**config.mk**
```make
export PLATFORM = sky130hd
export DESIGN_NAME = spi_eeprom_seq
export DESIGN_NICKNAME = d
export VERILOG_FILES = /design/src/rtl/spi_seq_pkg.sv /design/src/rtl/spi_byte_shifter.sv /design/src/rtl/spi_seq_fsm.sv /design/src/rtl/spi_eeprom_seq.sv
export SDC_FILE = /design/constraint.sdc
export NUM_CORES = 1
export LEC_CHECK = 0
export ABC_CLOCK_PERIOD_IN_PS = 4100
export BUFFER_PORTS_ARGS = -buffer_cell sky130_fd_sc_hd__buf_2
export CORE_ASPECT_RATIO = 1.2
export CORE_MARGIN = 3
export CORE_UTILIZATION = 45
export CTS_CLUSTER_SIZE = 28
export DETAILED_ROUTE_END_ITERATION = 8
export PLACE_DENSITY = 0.76
export REMOVE_ABC_BUFFERS = 1
export SYNTH_ARGS = -nofsm -noshare
export SYNTH_HDL_FRONTEND = slang
export SYNTH_SLANG_ARGS = --single-unit
```
**constraint.sdc**
```tcl
create_clock -name clk -period 4.1 [get_ports clk]
set_input_delay 1.025 -clock clk [delete_from_list [all_inputs] [get_ports clk]]
set_output_delay 1.025 -clock clk [all_outputs]
set_load 0.02 [all_outputs]
```
**src/rtl/spi_seq_pkg.sv**
```systemverilog
package spi_seq_pkg;

  typedef enum logic [1:0] {
    OP_WRITE  = 2'd0,
    OP_READ   = 2'd1,
    OP_STATUS = 2'd2,
    OP_RSVD   = 2'd3
  } op_e;

  typedef enum logic [3:0] {
    S_IDLE,
    S_WREN,
    S_WREN_GAP,
    S_CMD,
    S_ADH,
    S_ADL,
    S_WDATA,
    S_SEG_GAP,
    S_POLL_CMD,
    S_POLL_RD,
    S_POLL_GAP,
    S_WRDI,
    S_RDATA,
    S_ST_DATA,
    S_FIN
  } seq_state_e;

  localparam logic [7:0] OPC_WREN  = 8'h06;
  localparam logic [7:0] OPC_WRDI  = 8'h04;
  localparam logic [7:0] OPC_RDSR  = 8'h05;
  localparam logic [7:0] OPC_WRSR  = 8'h01;
  localparam logic [7:0] OPC_READ  = 8'h03;
  localparam logic [7:0] OPC_WRITE = 8'h02;

  // True when an address is the first byte of a page of 2**pbits bytes.
  function automatic logic page_start(input logic [15:0] a, input int unsigned pbits);
    logic [15:0] mask;
    mask = (16'd1 << pbits) - 16'd1;
    return (a & mask) == 16'd0;
  endfunction

  // States in which chip select is held low.
  function automatic logic in_frame(input seq_state_e s);
    case (s)
      S_WREN, S_CMD, S_ADH, S_ADL, S_WDATA, S_POLL_CMD, S_POLL_RD,
      S_WRDI, S_RDATA, S_ST_DATA: return 1'b1;
      default: return 1'b0;
    endcase
  endfunction

endpackage

```
**src/rtl/spi_byte_shifter.sv**
```systemverilog
module spi_byte_shifter #(
  parameter int DIV_HALF = 2
) (
  input  logic       clk,
  input  logic       rst_n,
  input  logic       go,
  input  logic [7:0] tx,
  input  logic       miso,
  output logic       sck,
  output logic       mosi,
  output logic [7:0] rx,
  output logic       fin
);
  localparam int DW = (DIV_HALF > 1) ? $clog2(DIV_HALF) : 1;

  logic [DW-1:0] div_q;
  logic [2:0]    bit_q;
  logic          phase_q, act_q, fin_q;
  logic [7:0]    tx_q, rx_q;

  wire half_tick = act_q && (div_q == DW'(DIV_HALF - 1));

  always_ff @(posedge clk or negedge rst_n) begin
    if (!rst_n) begin
      div_q <= '0; bit_q <= '0; phase_q <= 1'b0; act_q <= 1'b0;
      fin_q <= 1'b0; tx_q <= '0; rx_q <= '0;
    end else begin
      fin_q <= 1'b0;
      if (go && !act_q) begin
        act_q <= 1'b1; tx_q <= tx; div_q <= '0; bit_q <= '0; phase_q <= 1'b0;
      end else if (act_q) begin
        if (half_tick) begin
          div_q <= '0;
          if (!phase_q) begin
            phase_q <= 1'b1;
            rx_q    <= {rx_q[6:0], miso};
          end else begin
            phase_q <= 1'b0;
            if (bit_q == 3'd7) begin
              act_q <= 1'b0;
              fin_q <= 1'b1;
            end else begin
              bit_q <= bit_q + 3'd1;
              tx_q  <= {tx_q[6:0], 1'b0};
            end
          end
        end else begin
          div_q <= div_q + DW'(1);
        end
      end
    end
  end

  assign sck  = phase_q;
  assign mosi = tx_q[7];
  assign rx   = rx_q;
  assign fin  = fin_q;

  // data line held across the whole high half of SCK
  p_mosi_hold_r2: assert property (@(posedge clk) disable iff (!rst_n)
    (sck && $past(sck)) |-> $stable(mosi));
  // the sequencer never launches a byte while one is shifting
  p_go_when_idle_r2: assert property (@(posedge clk) disable iff (!rst_n)
    go |-> !sck);
  p_fin_single_r2: assert property (@(posedge clk) disable iff (!rst_n)
    fin |=> !fin);
endmodule

```
**src/rtl/spi_seq_fsm.sv**
```systemverilog
module spi_seq_fsm
  import spi_seq_pkg::*;
#(
  parameter int CNT_W     = 16,
  parameter int PAGE_BITS = 5,
  parameter int POLL_MAX  = 50
) (
  input  logic             clk,
  input  logic             rst_n,
  input  logic             start,
  input  logic [1:0]       op,
  input  logic [15:0]      addr,
  input  logic [CNT_W-1:0] count,
  input  logic [7:0]       stat_byte,
  input  logic [7:0]       wr_data,
  input  logic             wr_valid,
  output logic             wr_ready,
  output logic [7:0]       rd_data,
  output logic             rd_valid,
  output logic             busy,
  output logic             done,
  output logic             error,
  output logic             cs_n,
  output logic             sh_go,
  output logic [7:0]       sh_tx,
  input  logic             sh_fin,
  input  logic [7:0]       sh_rx
);
  localparam int PW = $clog2(POLL_MAX + 1);

  seq_state_e       state_q;
  op_e              mode_q;
  logic [15:0]      addr_q;
  logic [CNT_W-1:0] rem_q;
  logic [7:0]       stat_q;
  logic [PW-1:0]    poll_q;
  logic             dev_busy_q;
  logic             inflight_q;
  logic             done_q, err_q, rdv_q;
  logic [7:0]       rdd_q;
  logic [7:0]       tx_sel;

  // Named internal events
  wire start_ok   = (state_q == S_IDLE) && start && (op_e'(op) != OP_RSVD);
  wire byte_end   = inflight_q && sh_fin;
  wire last_byte  = (rem_q == CNT_W'(1));
  wire seg_close  = (state_q == S_WDATA) && byte_end &&
                    (last_byte || page_start(addr_q + 16'd1, PAGE_BITS));
  wire poll_idle  = (state_q == S_POLL_GAP) && !dev_busy_q;
  wire poll_quit  = (state_q == S_POLL_GAP) && dev_busy_q && (poll_q == PW'(POLL_MAX - 1));
  wire fire       = in_frame(state_q) && !inflight_q &&
                    ((state_q != S_WDATA) || wr_valid);

  always_comb begin
    case (state_q)
      S_WREN:     tx_sel = OPC_WREN;
      S_CMD:      tx_sel = (mode_q == OP_WRITE) ? OPC_WRITE :
                           (mode_q == OP_READ)  ? OPC_READ  : OPC_WRSR;
      S_ADH:      tx_sel = addr_q[15:8];
      S_ADL:      tx_sel = addr_q[7:0];
      S_POLL_CMD: tx_sel = OPC_RDSR;
      S_WRDI:     tx_sel = OPC_WRDI;
      S_ST_DATA:  tx_sel = stat_q;
      default:    tx_sel = 8'h00;
    endcase
  end

  always_ff @(posedge clk or negedge rst_n) begin
    if (!rst_n) begin
      state_q <= S_IDLE; mode_q <= OP_WRITE; addr_q <= '0; rem_q <= '0;
      stat_q <= '0; poll_q <= '0; dev_busy_q <= 1'b0; inflight_q <= 1'b0;
      done_q <= 1'b0; err_q <= 1'b0; rdv_q <= 1'b0; rdd_q <= '0;
      sh_go <= 1'b0; sh_tx <= '0;
    end else begin
      sh_go  <= 1'b0;
      done_q <= 1'b0;
      rdv_q  <= 1'b0;
      if (fire) begin
        sh_go      <= 1'b1;
        sh_tx      <= (state_q == S_WDATA) ? wr_data : tx_sel;
        inflight_q <= 1'b1;
      end
      if (byte_end) inflight_q <= 1'b0;
      case (state_q)
        S_IDLE: if (start_ok) begin
          err_q  <= 1'b0;
          mode_q <= op_e'(op);
          addr_q <= addr;
          rem_q  <= count;
          stat_q <= stat_byte;
          if (op_e'(op) != OP_STATUS && count == '0) done_q <= 1'b1;
          else state_q <= (op_e'(op) == OP_READ) ? S_CMD : S_WREN;
        end
        S_WREN:     if (byte_end) state_q <= S_WREN_GAP;
        S_WREN_GAP: state_q <= S_CMD;
        S_CMD:      if (byte_end) state_q <= (mode_q == OP_STATUS) ? S_ST_DATA : S_ADH;
        S_ADH:      if (byte_end) state_q <= S_ADL;
        S_ADL:      if (byte_end) state_q <= (mode_q == OP_WRITE) ? S_WDATA : S_RDATA;
        S_WDATA: if (byte_end) begin
          addr_q <= addr_q + 16'd1;
          rem_q  <= rem_q - CNT_W'(1);
          if (seg_close) state_q <= S_SEG_GAP;
        end
        S_SEG_GAP: begin
          poll_q  <= '0;
          state_q <= S_POLL_CMD;
        end
        S_POLL_CMD: if (byte_end) state_q <= S_POLL_RD;
        S_POLL_RD: if (byte_end) begin
          dev_busy_q <= sh_rx[0];
          state_q    <= S_POLL_GAP;
        end
        S_POLL_GAP: begin
          if (poll_idle) state_q <= (rem_q == '0) ? S_WRDI : S_WREN;
          else if (poll_quit) begin
            err_q   <= 1'b1;
            state_q <= S_IDLE;
          end else begin
            poll_q  <= poll_q + PW'(1);
            state_q <= S_POLL_CMD;
          end
        end
        S_WRDI: if (byte_end) state_q <= S_FIN;
        S_RDATA: if (byte_end) begin
          rdd_q <= sh_rx;
          rdv_q <= 1'b1;
          rem_q <= rem_q - CNT_W'(1);
          if (last_byte) state_q <= S_FIN;
        end
        S_ST_DATA: if (byte_end) state_q <= S_FIN;
        S_FIN: begin
          done_q  <= 1'b1;
          state_q <= S_IDLE;
        end
        default: state_q <= S_IDLE;
      endcase
    end
  end

  assign wr_ready = (state_q == S_WDATA) && !inflight_q;
  assign rd_data  = rdd_q;
  assign rd_valid = rdv_q;
  assign busy     = (state_q != S_IDLE);
  assign done     = done_q;
  assign error    = err_q;
  assign cs_n     = !in_frame(state_q);

  // a pulse during an operation leaves the latched operation alone
  p_start_ignored_r1: assert property (@(posedge clk) disable iff (!rst_n)
    (busy && start) |=> $stable(mode_q) && $stable(stat_q));
  // the byte at the last address of a page always closes the piece
  p_page_split_r4: assert property (@(posedge clk) disable iff (!rst_n)
    ((state_q == S_WDATA) && byte_end &&
     (addr_q[PAGE_BITS-1:0] == {PAGE_BITS{1'b1}})) |=> (state_q == S_SEG_GAP));
  // a new write-enable frame only follows an idle status reply
  p_wren_after_idle_r5: assert property (@(posedge clk) disable iff (!rst_n)
    ((state_q == S_WREN) && $past(state_q == S_POLL_GAP)) |-> !dev_busy_q);
  // poll counter stays inside its limit
  p_poll_bound_r6: assert property (@(posedge clk) disable iff (!rst_n)
    poll_q < PW'(POLL_MAX));
  // one strobe per received byte
  p_rd_strobe_r8: assert property (@(posedge clk) disable iff (!rst_n)
    rd_valid |=> !rd_valid);
  // stream accepted only inside an open frame with bytes left
  p_ready_in_frame_r10: assert property (@(posedge clk) disable iff (!rst_n)
    wr_ready |-> (!cs_n && rem_q != '0));
endmodule

```
**src/rtl/spi_eeprom_seq.sv**
```systemverilog
module spi_eeprom_seq #(
  parameter int DIV_HALF  = 2,
  parameter int CNT_W     = 16,
  parameter int PAGE_BITS = 5,
  parameter int POLL_MAX  = 50
) (
  input  logic             clk,
  input  logic             rst_n,
  input  logic             start,
  input  logic [1:0]       op,
  input  logic [15:0]      addr,
  input  logic [CNT_W-1:0] count,
  input  logic [7:0]       stat_byte,
  input  logic [7:0]       wr_data,
  input  logic             wr_valid,
  output logic             wr_ready,
  output logic [7:0]       rd_data,
  output logic             rd_valid,
  output logic             busy,
  output logic             done,
  output logic             error,
  output logic             cs_n,
  output logic             sck,
  output logic             mosi,
  input  logic             miso
);
  logic       sh_go, sh_fin;
  logic [7:0] sh_tx, sh_rx;

  spi_seq_fsm #(
    .CNT_W(CNT_W), .PAGE_BITS(PAGE_BITS), .POLL_MAX(POLL_MAX)
  ) u_fsm (
    .clk(clk), .rst_n(rst_n), .start(start), .op(op), .addr(addr),
    .count(count), .stat_byte(stat_byte), .wr_data(wr_data),
    .wr_valid(wr_valid), .wr_ready(wr_ready), .rd_data(rd_data),
    .rd_valid(rd_valid), .busy(busy), .done(done), .error(error),
    .cs_n(cs_n), .sh_go(sh_go), .sh_tx(sh_tx), .sh_fin(sh_fin), .sh_rx(sh_rx)
  );

  spi_byte_shifter #(.DIV_HALF(DIV_HALF)) u_shift (
    .clk(clk), .rst_n(rst_n), .go(sh_go), .tx(sh_tx), .miso(miso),
    .sck(sck), .mosi(mosi), .rx(sh_rx), .fin(sh_fin)
  );

  // clock parked low while deselected
  p_sck_idle_r2: assert property (@(posedge clk) disable iff (!rst_n)
    cs_n |-> !sck);
  // an error leaves the bus released and the block idle
  p_err_stops_r6: assert property (@(posedge clk) disable iff (!rst_n)
    error |-> (!busy && cs_n && !done));
  // completion is a single-cycle pulse
  p_done_pulse_r10: assert property (@(posedge clk) disable iff (!rst_n)
    done |=> !done);
  p_done_idle_r10: assert property (@(posedge clk) disable iff (!rst_n)
    done |-> !busy);
endmodule

```
==> run summary, run 1 <==
Initial Util: 46.17%
I/O Buffers: 70
DIE WIDTH: 105.7 um
DIE AREA: 13270 sq um
Sequential share of the synthesized area: 45.24%
CTS resizes: 0
Fin. max-slew vios: 0
Peak Freq: 0.3047 GHz
Latest clock arrival within the worst-skew pair: 0.36 ns
Netlist cell types: 70
Die height: 125.6 um
Number of global-route vias before repair: 4624
Status: complete, no violations
Final Hold Vio Count: 0
Synth Flop Type: dfrtp_1
Flop-to-flop setup slack: 1.27 ns
Gr usage total: 21.35%
Initial detailed-routing violation count: 367
Final setup violation count: 0
Commonest non-fill, non-tap cell in the layout: dfrtp_1
# Post-CTS Setup Buffers: 0
Dpl ws: 1.213 ns
Clock network fraction of design power: 20.2%
DRT Pass-1 Iters: 5
Initial antenna violation count: 0
Comb power frac: 36.9%
Clk root buf: clkbuf_16
Clock buffer count from CTS: 9
Seq cells post-synth: 97
H-Tree Depth: 3
Syn_area_per_cell: 9.380 sq um
Worst hold stages: 2
RSZ-0062 raised after global routing: false
Congestion Overflow GR: 0
Maximum vdd ir drop: 0.0002574 V
Placer Congestion: 0.8900
First-pass GRT wire length: 23070 um
Data required, critical path: 3.07 ns
Synthesized area: 5365 sq um
# diodes: 0
Master of the slowest instance on the critical path: dfrtp_1
DRC: 0
Worst Path Arrival: 2.26 ns
Post-route ant nets: 0
Commonest cells after routing, fill and taps aside: dfrtp_1, nand2_1, buf_2
Crit Path Class: reg2out
Fraction of registers with async set/reset: 100.0%
Worst Reg2Reg Path Length in Cells: 5
Worst slew margin: 29.75%
Via/cell ratio: 5.982
Cells along the critical path: and2b_1 -> nand2_1 -> nor2_1 -> buf_2
Drt wl/cell: 17.29 um
Ratio of total power to cell area: 704.7 nW/um^2
CTS Buffer Depth: 2
Hold crit path type: reg2reg
Row cnt: 43
Hold Crit Start: u_fsm.rd_data[5]
Area leader, netlist: dfrtp_1
Largest net degree at the start of global routing: 57
Hold Buf Count CTS: 0
Seq pwr share: 42.9%
Mapped Cells: 572
Post-route worst setup slack: 0.8180 ns
Post-synth EDFFs: 0
Area grow syn2layout: 14.13%
Sw frac: 42.43%
NetSw: 1.831 mW
Layout net count: 693
Cell-internal power: 2.484 mW
Boundary Pins: 71
Max cap viols: 0
FF-to-FF Start: u_fsm.state_q[3]
Syn. warnings: 0
Hpwl dp: 9665 um
Worst-margin pin slew: 1.052 ns
Setup crit end kind: output port
Top-area cell type share of the netlist area: 45.24%
Worst Clk Skew: 0.01040 ns
Final Cycle Share: 80.05%
Synth top area cells: dfrtp_1, nand2_1, a21oi_1, mux2_2, nor2_1
Fraction of layout cells with a size suffix above 1: 20.47%
Worst reg2reg path endpoint: u_fsm.sh_tx[4]
Via count: 4738
Reg clk slew, reported paths: 0.08 ns
Critical path startpoint category: flop
CTS tree: yes
Drt total wl: 13700 um
Worst-path maximum fanout: 25
Worst path max stage delay: 0.85 ns
Leakage power: 2.650 nW
Core area: 11620 sq um
Number of clock sinks: 97
Setup_tns: 0 ns
Hold endpoint: u_fsm.rd_data[5]
Min cycle time layout: 3.282 ns
layer usage:
metal / share of wire [%] / routed length (um) / global-route usage [%]
met4: 2.0 / 268 / 6.555
met2: 50 / 6869 / 34.72
met1: 42 / 5754 / 29.11
met3: 5.9 / 804 / 4.049
met5: 0 / 0 / 0
per-stage QoR:
| step | power, mW | hold slack, ns | cells | util [%] | instance area (sq um) |
|---|---|---|---|---|---|
| CTS | 4.304 | 0.4815 | 792 | 52.69 | 6123 |
| global placement | 3.333 | 0.4579 | 776 | 50.03 | 5814 |
| detailed placement | 3.417 | 0.4620 | 776 | 50.03 | 5814 |
| finish | 4.315 | 0.4810 | 792 | 52.69 | 6123 |
| floorplan | 2.899 | 0.4331 | 543 | - | 5205 |
| global route | 4.606 | 0.5030 | 792 | 52.69 | 6123 |
synth_stat cells (all sizes together) (5+ instances only):
master	n
a21oi	51
a22oi	12
a31oi	6
and4	5
buf	18
clkbuf	11
dfrtp	97
ha	8
inv	14
mux2	19
mux2i	18
nand2	73
nand3	23
nand4	11
nor2	49
nor2b	5
nor3	15
nor4	11
o21ai	41
o22ai	11
cells by family after synthesis:
family / after synthesis / synth area share, %
and+or+nand+nor: 217 / 20.97
DFF: 97 / 45.24
AOI/OAI and AO/OA: 163 / 19.57
muxes: 37 / 7.346
xor gates and xnor gates: 6 / 0.9795
buffers and inverters: 44 / 4.035
adders and majority gates: 8 / 1.866
critical path, delay by kind of cell (launching register included):
family / cells / cell delay [ns]
buf+inv: 1 / 0.20
flops: 1 / 0.85
simple gates: 3 / 0.84
registers in the layout, indices dropped and copies added, names as in the netlist, 2 cells and up:
| register | flops |
|---|---|
| u_fsm.addr_q | 16 |
| u_fsm.rem_q | 16 |
| u_fsm.rd_data | 8 |
| u_fsm.sh_tx | 8 |
| u_fsm.stat_q | 8 |
| u_shift.rx | 8 |
| u_shift.tx_q | 8 |
| u_fsm.poll_q | 6 |
| u_fsm.state_q | 4 |
| u_shift.bit_q | 3 |
| u_fsm.mode_q | 2 |
power by group through the flow:
stage | registers (mW) | logic [mW] | clock network, mW
floorplan | 1.75 | 1.15 | 0
global placement | 1.82 | 1.51 | 0
detailed placement | 1.85 | 1.57 | 0
CTS | 1.84 | 1.58 | 0.883
global route | 1.91 | 1.78 | 0.915
finish | 1.85 | 1.59 | 0.873
area by class of cell:
cell class / count / area [sq um]
repair buffers: 76 / 397.9
flip-flops and latches: 97 / 2427
inverters: 15 / 56.30
clock buffers: 9 / 225.2
fillers: 1077 / 5498
multi-input cells: 431 / 2736
clock inverters: 7 / 83.83
well taps: 157 / 196.4
worst max-delay path by stage:
stage	cells past startpoint	end	slack (ns)	start
floorplan	4	u_fsm.rem_q[14]	-0.60	u_fsm.state_q[0]
global placement	5	u_fsm.rem_q[14]	1.31	start
detailed placement	6	u_fsm.rem_q[6]	1.21	start
CTS	4	wr_ready	0.85	u_fsm.state_q[1]
global route	4	wr_ready	0.71	u_fsm.state_q[1]
finish	4	wr_ready	0.82	u_fsm.state_q[1]
No activity file was read; power rests on OpenSTA's default activity.
==> inputs of run 2 (changes only) <==
--- a/config.mk
+++ b/config.mk
@@ -5,14 +5,15 @@
 export SDC_FILE = /design/constraint.sdc
 export NUM_CORES = 1
 export LEC_CHECK = 0
-export ABC_CLOCK_PERIOD_IN_PS = 4100
+export ABC_AREA = 1
+export ABC_CLOCK_PERIOD_IN_PS = 2800
 export BUFFER_PORTS_ARGS = -buffer_cell sky130_fd_sc_hd__buf_2
 export CORE_ASPECT_RATIO = 1.2
 export CORE_MARGIN = 3
 export CORE_UTILIZATION = 45
 export CTS_CLUSTER_SIZE = 28
 export DETAILED_ROUTE_END_ITERATION = 8
-export PLACE_DENSITY = 0.76
+export PLACE_DENSITY = 0.78
 export REMOVE_ABC_BUFFERS = 1
 export SYNTH_ARGS = -nofsm -noshare
 export SYNTH_HDL_FRONTEND = slang
==> constraint.sdc (replaced) <==
create_clock -name clk -period 2.8 [get_ports clk]
set_input_delay 0.7 -clock clk [delete_from_list [all_inputs] [get_ports clk]]
set_output_delay 0.7 -clock clk [all_outputs]
set_load 0.02 [all_outputs]
==> run summary, run 2 <==
Area leader, netlist: dfrtp_1
Synth Area in Adders: 1.809% (-0.057 points)
Hpwl dp: 9890 um (+2.3%)
Top-area cell type share of the netlist area: 43.86% (-1.4 points)
Ratio of total power to cell area: 720.0 nW/um^2 (+2.2%)
# diodes: 0 (unchanged)
Sequential share of the synthesized area: 43.86% (-1.4 points)
Hold crit path type: in2async
Min Hold Slack: 0.3054 ns (-0.1755 ns)
Gr usage total: 20.28% (-1.1 points)
Simple-Gate Fraction of Synth Area: 35.22% (+14 points)
Drt wl/cell: 13.30 um (-23%)
Critical path startpoint category: flop
Synth top cells by count: nand2_1, nor2_1, dfrtp_1, inv_1
Layout net count: 905 (+31%)
CTS resizes: 0 (unchanged)
Post-synth EDFFs: 0 (unchanged)
DRT Pass-1 Iters: 5 (unchanged)
Overall Power: 4.542 mW (+5.3%)
Crit path to: wr_ready
Initial Util: 46.97% (+0.80 points)
Fin. max-slew vios: 0 (unchanged)
DIE AREA: 13670 sq um (+3.0%)
Comb power frac: 28.9% (-8.0 points)
# Post-CTS Setup Buffers: 0 (unchanged)
Drt total wl: 13350 um (-2.5%)
Clk root buf: clkbuf_16
Via/cell ratio: 5.136 (-14%)
First-pass GRT wire length: 22380 um (-3.0%)
Post-route worst setup slack: 0.2773 ns (-0.5407 ns)
Status: complete, no violations
Post-synthesis mux area share: 0% (-7.3 points)
Synthesized area: 5534 sq um (+3.1%)
Latest clock arrival within the worst-skew pair: 0.35 ns (about the same)
Count leader, synth: nand2_1
Setup crit end kind: output port
Maximum vdd ir drop: 0.0003064 V (+19%)
Commonest non-fill, non-tap cell in the layout: nand2_1
Post-route ant nets: 0 (unchanged)
Netlist cell types: 35 (-50%)
CTS tree: yes
Final core occ: 53.54% (+0.85 points)
Fraction of layout cells with a size suffix above 1: 14.05% (-6.4 points)
Min cycle time layout: 2.523 ns
Mapped Cells: 775 (+35%)
Worst setup path start: u_fsm.state_q[2]
DIE WIDTH: 107.2 um (+1.5%)
Finished Layout Cells: 1004 (+27%)
Worst reg2reg path endpoint: u_fsm.rem_q[13]
Boundary Pins: 71 (unchanged)
Seq cells post-synth: 97 (unchanged)
Largest net degree at the start of global routing: 63 (+11%)
Placer Congestion: 0.9156 (+2.9%)
Fraction of registers with async set/reset: 100.0% (unchanged)
I/O Buffers: 70 (unchanged)
Cell-internal power: 2.821 mW (+14%)
Placed instance count: 988 (+27%)
Biggest regs: u_fsm.addr_q x16, u_fsm.rem_q x16
Worst slew margin: 66.81% (+37 points)
Number of clock sinks: 97 (unchanged)
Worst Path Arrival: 1.82 ns (-0.44 ns)
Synth top area cells: dfrtp_1, nand2_1, nor2_1, nand3_1, o21ai_0
Via count: 5157 (+8.8%)
Core area: 11780 sq um (+1.4%)
RSZ-0062 raised after global routing: false
Area grow syn2layout: 14.00%
Synth Area in Compound Gates: 10.33% (-9.2 points)
Syn. warnings: 0 (unchanged)
Worst-path maximum fanout: 15 (-40%)
Row cnt: 43 (unchanged)
Final setup violation count: 0 (unchanged)
Syn_area_per_cell: 7.141 sq um (-24%)
Main combinational cell family by area after synthesis: simple AND/OR/NAND/NOR gates
Seq pwr share: 43.9% (+1.0 points)
Worst-margin pin slew: 0.4978 ns (-0.5538 ns)
Final Cycle Share: 90.10%
Placed cell area: 6016 sq um (+3.5%)
Worst Clk Skew: 0.004044 ns (-0.006353 ns)
NetSw: 1.722 mW (-6.0%)
Leakage power: 3.144 nW (+19%)
Number of global-route vias before repair: 4811 (+4.0%)
Crit Path Class: reg2out
Hold Buf Count CTS: 0 (unchanged)
Initial antenna violation count: 0 (unchanged)
Peak Freq: 0.3964 GHz
Setup_tns: 0 ns (unchanged)
Synth Flop Type: dfrtp_1
CTS Buffer Depth: 2 (unchanged)
Data required, critical path: 2.10 ns (-0.97 ns)
Finished Cell Area: 6309 sq um (+3.0%)
Dpl ws: 0.5820 ns (-0.6307 ns)
FF-to-FF Start: u_fsm.state_q[2]
Final Hold Vio Count: 0 (unchanged)
Worst Reg2Reg Path Length in Cells: 10 (+5)
H-Tree Depth: 3 (unchanged)
Initial detailed-routing violation count: 293 (-20%)
Post-Synth XOR/XNOR Area: 1.583% (+0.60 points)
Commonest cells after routing, fill and taps aside: nand2_1, nor2_1, dfrtp_1
Reg clk slew, reported paths: 0.07 ns (about the same)
Max cap viols: 0 (unchanged)
Die height: 127.5 um (+1.5%)
Clock network fraction of design power: 27.2% (+7.0 points)
Sw frac: 37.91% (-4.5 points)
DRC: 0 (unchanged)
Flop-to-flop setup slack: 0.55 ns (-0.72 ns)
Congestion Overflow GR: 0 (unchanged)
Clock buffer count from CTS: 9 (unchanged)
-- run 2: worst max-delay path: stages, from the launching register on --
cell and delay [ns]:
dfrtp_1 0.53, inv_2 0.07, nor2_1 0.19, nand2_2 0.27, nor2_1 0.21, buf_2 0.19
-- run 2: power by group through the flow --
stage | Combinational, mW | Sequential (mW) | Clock, mW
after global placement | 1.28 | 2.01 | 0
after detailed placement | 1.31 | 2.01 | 0
after global routing | 1.53 | 2.05 | 1.32
after CTS | 1.32 | 1.99 | 1.26
after floorplan | 0.952 | 1.96 | 0
final | 1.31 | 1.99 | 1.24
-- run 2: metal layers --
metal	wire [um]	vias to the layer above	GRT usage [%]	part of all wire, %
li1	-	2627	-	-
met1	5793	2378	26.53	43
met2	6435	126	33.11	48
met3	782	26	3.891	5.9
met4	341	0	8.051	2.6
met5	0	-	0	0
-- run 2: cell type report --
cell class | count | area (sq um)
inverter | 72 | 270.3
sequential | 97 | 2427
tap | 157 | 196.4
multi-input combinational | 586 | 2711
fill | 1112 | 5474
clock buffer | 9 | 225.2
timing repair buffer | 76 | 410.4
clock inverter | 7 | 67.56
-- run 2: worst min-delay path by stage --
stage | end | slack, ns | cells past startpoint
3_5_place_dp | u_fsm.sh_tx[7] | 0.46 | 2
2_1_floorplan | u_fsm.addr_q[0] | 0.40 | 0
3_3_place_gp | u_fsm.rd_data[7] | 0.45 | 2
5_1_grt | u_fsm.addr_q[14] | 0.34 | 1
4_1_cts | u_fsm.addr_q[14] | 0.32 | 1
6_report | u_fsm.addr_q[14] | 0.31 | 1
-- run 2: logic make-up after synthesis --
| logic type | count (synthesis) |
|---|---|
| buffers and inverters | 92 |
| AOI/OAI and AO/OA | 100 |
| DFF | 97 |
| and+or+nand+nor | 468 |
| xor gates and xnor gates | 10 |
| adders and majority gates | 8 |
==> inputs of run 3 (changes only) <==
--- a/config.mk
+++ b/config.mk
@@ -6,15 +6,16 @@
 export NUM_CORES = 1
 export LEC_CHECK = 0
 export ABC_AREA = 1
-export ABC_CLOCK_PERIOD_IN_PS = 2800
+export ABC_CLOCK_PERIOD_IN_PS = 3100
 export BUFFER_PORTS_ARGS = -buffer_cell sky130_fd_sc_hd__buf_2
 export CORE_ASPECT_RATIO = 1.2
 export CORE_MARGIN = 3
 export CORE_UTILIZATION = 45
 export CTS_CLUSTER_SIZE = 28
 export DETAILED_ROUTE_END_ITERATION = 8
-export PLACE_DENSITY = 0.78
+export PLACE_DENSITY = 0.75
 export REMOVE_ABC_BUFFERS = 1
 export SYNTH_ARGS = -nofsm -noshare
 export SYNTH_HDL_FRONTEND = slang
+export SYNTH_HIERARCHICAL = 1
 export SYNTH_SLANG_ARGS = --single-unit
==> constraint.sdc (replaced) <==
create_clock -name clk -period 3.1 [get_ports clk]
set_input_delay 0.775 -clock clk [delete_from_list [all_inputs] [get_ports clk]]
set_output_delay 0.775 -clock clk [all_outputs]
set_load 0.02 [all_outputs]
==> run summary, run 3 <==
Crit Path Class: reg2out
Dpl ws: 0.6921 ns (+0.1100 ns)
Syn_area_per_cell: 6.963 sq um (-2.5%)
Sw frac: 46.09% (+8.2 points)
Mapped Cells: 825 (+6.5%)
Area leader, netlist: dfrtp_1
Netlist cell types: 36 (+2.9%)
Final Hold Vio Count: 0 (unchanged)
Clock network fraction of design power: 20.2% (-7.0 points)
Min cycle time layout: 2.503 ns
Via count: 5435 (+5.4%)
Synth Area in Adders: 1.743% (-0.066 points)
Hold crit path type: in2async
Comb power frac: 41.8% (+13 points)
Biggest regs: u_fsm/addr_q x16, u_fsm/rem_q x16
Initial detailed-routing violation count: 424 (+45%)
Congestion Overflow GR: 0 (unchanged)
Commonest cells after routing, fill and taps aside: nand2_1, nor2_1, dfrtp_1
Status: complete, no violations
First-pass GRT wire length: 23780 um (+6.2%)
# Post-CTS Setup Buffers: 0 (unchanged)
Initial Util: 46.79% (-0.18 points)
Initial antenna violation count: 0 (unchanged)
Top-area cell type share of the netlist area: 42.26% (-1.6 points)
NetSw: 2.652 mW (+54%)
Worst Path Arrival: 1.73 ns (-0.09 ns)
# diodes: 0 (unchanged)
CTS tree: yes
Count leader, synth: nand2_1
Number of clock sinks: 97 (unchanged)
Post-synth EDFFs: 0 (unchanged)
Max cap viols: 0 (unchanged)
Gr usage total: 21.27% (+0.99 points)
Clock buffer count from CTS: 9 (unchanged)
Number of global-route vias before repair: 5031 (+4.6%)
H-Tree Depth: 3 (unchanged)
RSZ-0062 raised after global routing: false
CTS Buffer Depth: 2 (unchanged)
Synth Flop Type: dfrtp_1
I/O Buffers: 70 (unchanged)
Reg clk slew, reported paths: 0.08 ns (about the same)
Clk root buf: clkbuf_16
Simple-Gate Fraction of Synth Area: 39.93% (+4.7 points)
Layout net count: 951 (+5.1%)
Placed cell area: 6196 sq um (+3.0%)
Setup crit end kind: output port
Maximum vdd ir drop: 0.0005675 V (+85%)
Area grow syn2layout: 13.33%
Core area: 12280 sq um (+4.2%)
Die height: 129.8 um (+1.8%)
CTS resizes: 0 (unchanged)
Cell-internal power: 3.102 mW (+10%)
Seq cells post-synth: 97 (unchanged)
Row cnt: 44 (+2.3%)
Hold Buf Count CTS: 0 (unchanged)
Ratio of total power to cell area: 883.9 nW/um^2 (+23%)
Post-Synth XOR/XNOR Area: 1.525% (-0.058 points)
Post-route worst setup slack: 0.5974 ns (+0.3201 ns)
Finished Cell Area: 6510 sq um (+3.2%)
Synth top area cells: dfrtp_1, nand2_1, nor2_1, nand3_1, inv_1
Worst Clk Skew: 0.007617 ns (+0.003572 ns)
Synth top cells by count: nand2_1, nor2_1, dfrtp_1, nand3_1, inv_1
Worst-margin pin slew: 0.6970 ns (+0.1992 ns)
Final Cycle Share: 80.73%
Min Hold Slack: 0.4561 ns (+0.1507 ns)
Fraction of layout cells with a size suffix above 1: 13.89% (-0.16 points)
Drt total wl: 14520 um (+8.7%)
Synth Area in Compound Gates: 7.515% (-2.8 points)
Final setup violation count: 0 (unchanged)
Synthesized area: 5744 sq um (+3.8%)
Drt wl/cell: 13.78 um (+3.6%)
Largest net degree at the start of global routing: 52 (-17%)
Data required, critical path: 2.32 ns (+0.22 ns)
Post-synthesis mux area share: 0% (unchanged)
Placer Congestion: 0.8861 (-3.2%)
Boundary Pins: 71 (unchanged)
DIE AREA: 14160 sq um (+3.6%)
Main combinational cell family by area after synthesis: simple AND/OR/NAND/NOR gates
DIE WIDTH: 109.1 um (+1.8%)
Fin. max-slew vios: 0 (unchanged)
Post-route ant nets: 0 (unchanged)
Worst slew margin: 53.54% (-13 points)
Setup_tns: 0 ns (unchanged)
Syn. warnings: 6 (+6)
Seq pwr share: 38.0% (-5.9 points)
Leakage power: 3.427 nW (+9.0%)
Peak Freq: 0.3996 GHz
Fillers: 1227 (+10%)
Worst-path maximum fanout: 17 (+2)
Latest clock arrival within the worst-skew pair: 0.35 ns (about the same)
Fraction of registers with async set/reset: 100.0% (unchanged)
DRT Pass-1 Iters: 5 (unchanged)
Commonest non-fill, non-tap cell in the layout: nand2_1
Hpwl dp: 10580 um (+7.0%)
DRC: 0 (unchanged)
Sequential share of the synthesized area: 42.26% (-1.6 points)
Critical path startpoint category: flop
Via/cell ratio: 5.157 (+0.39%)
-- run 3: cell types whose count changed after synthesis, sizes merged, moves of 4 or more --
cell / previous run / this run
nand2: 270 / 316
nand3: 49 / 68
o21ai: 65 / 48
a31oi: 9 / 0
a21oi: 7 / 15
nor2: 117 / 125
o2111ai: 4 / 0
-- run 3: layout make-up --
cell class / count / area, sq um / area share [%]
Inverter: 71 / 271.5 / 4.171
Clock inverter: 7 / 88.84 / 1.365
Timing Repair Buffer: 72 / 380.4 / 5.843
Multi-Input combinational cell: 637 / 2915 / 44.78
Tap cell: 161 / 201.4 / 3.094
Clock buffer: 9 / 225.2 / 3.460
Sequential cell: 97 / 2427 / 37.29
-- run 3: power groups by stage --
stage,combinational (mW),clock [mW],sequential [mW]
4_1_cts,2.41,1.18,2.18
3_5_place_dp,2.39,0,2.20
5_1_grt,2.77,1.23,2.25
3_3_place_gp,2.34,0,2.18
2_1_floorplan,1.81,0,2.10
6_report,2.41,1.16,2.18
-- run 3: cell families after synthesis --
kind of cell / count (synthesis)
simple gates: 541
flops: 97
buf+inv: 91
compound gates: 78
xor+xnor: 10
fa+ha+maj: 8
-- run 3: path summary, 6_finish.rpt --
path                       slack [ns]             start               end  cells past startpoint
min in group clk                 0.47       u_shift/fin  u_fsm/inflight_q                      1
setup reg to reg                 0.75  u_fsm/state_q[0]    u_fsm/rem_q[8]                     10
setup / recovery                 0.60  u_fsm/state_q[3]          wr_ready                      6
hold reg to reg                  0.47       u_shift/fin  u_fsm/inflight_q                      1
max in group asynchronous        1.95             rst_n     u_shift/rx[0]                      2
hold / removal                   0.46             rst_n    u_fsm/rem_q[9]                      1
-- run 3: critical path, cell delays in order, from the launching register on --
cell and delay (ns):
dfrtp_1 0.47, inv_2 0.12, nand2_2 0.08, inv_2 0.10
nand2_2 0.21, nor2_1 0.21, buf_2 0.19
-- run 3: per-stage QoR --
step / utilization, % / power [mW] / cells
floorplan: - / 3.905 / 805
global placement: 50.47 / 4.522 / 1038
detailed placement: 50.47 / 4.589 / 1038
CTS: 53.03 / 5.764 / 1054
global route: 53.03 / 6.251 / 1054
finish: 53.03 / 5.754 / 1054
-- run 3: layer usage --
layer / up-vias / global-route usage [%] / wire (um)
met1: 2496 / 28.66 / 6510
met4: 0 / 5.944 / 214
met2: 166 / 35.25 / 7010
li1: 2753 / - / -
met3: 20 / 3.761 / 785
met5: - / 0 / 0
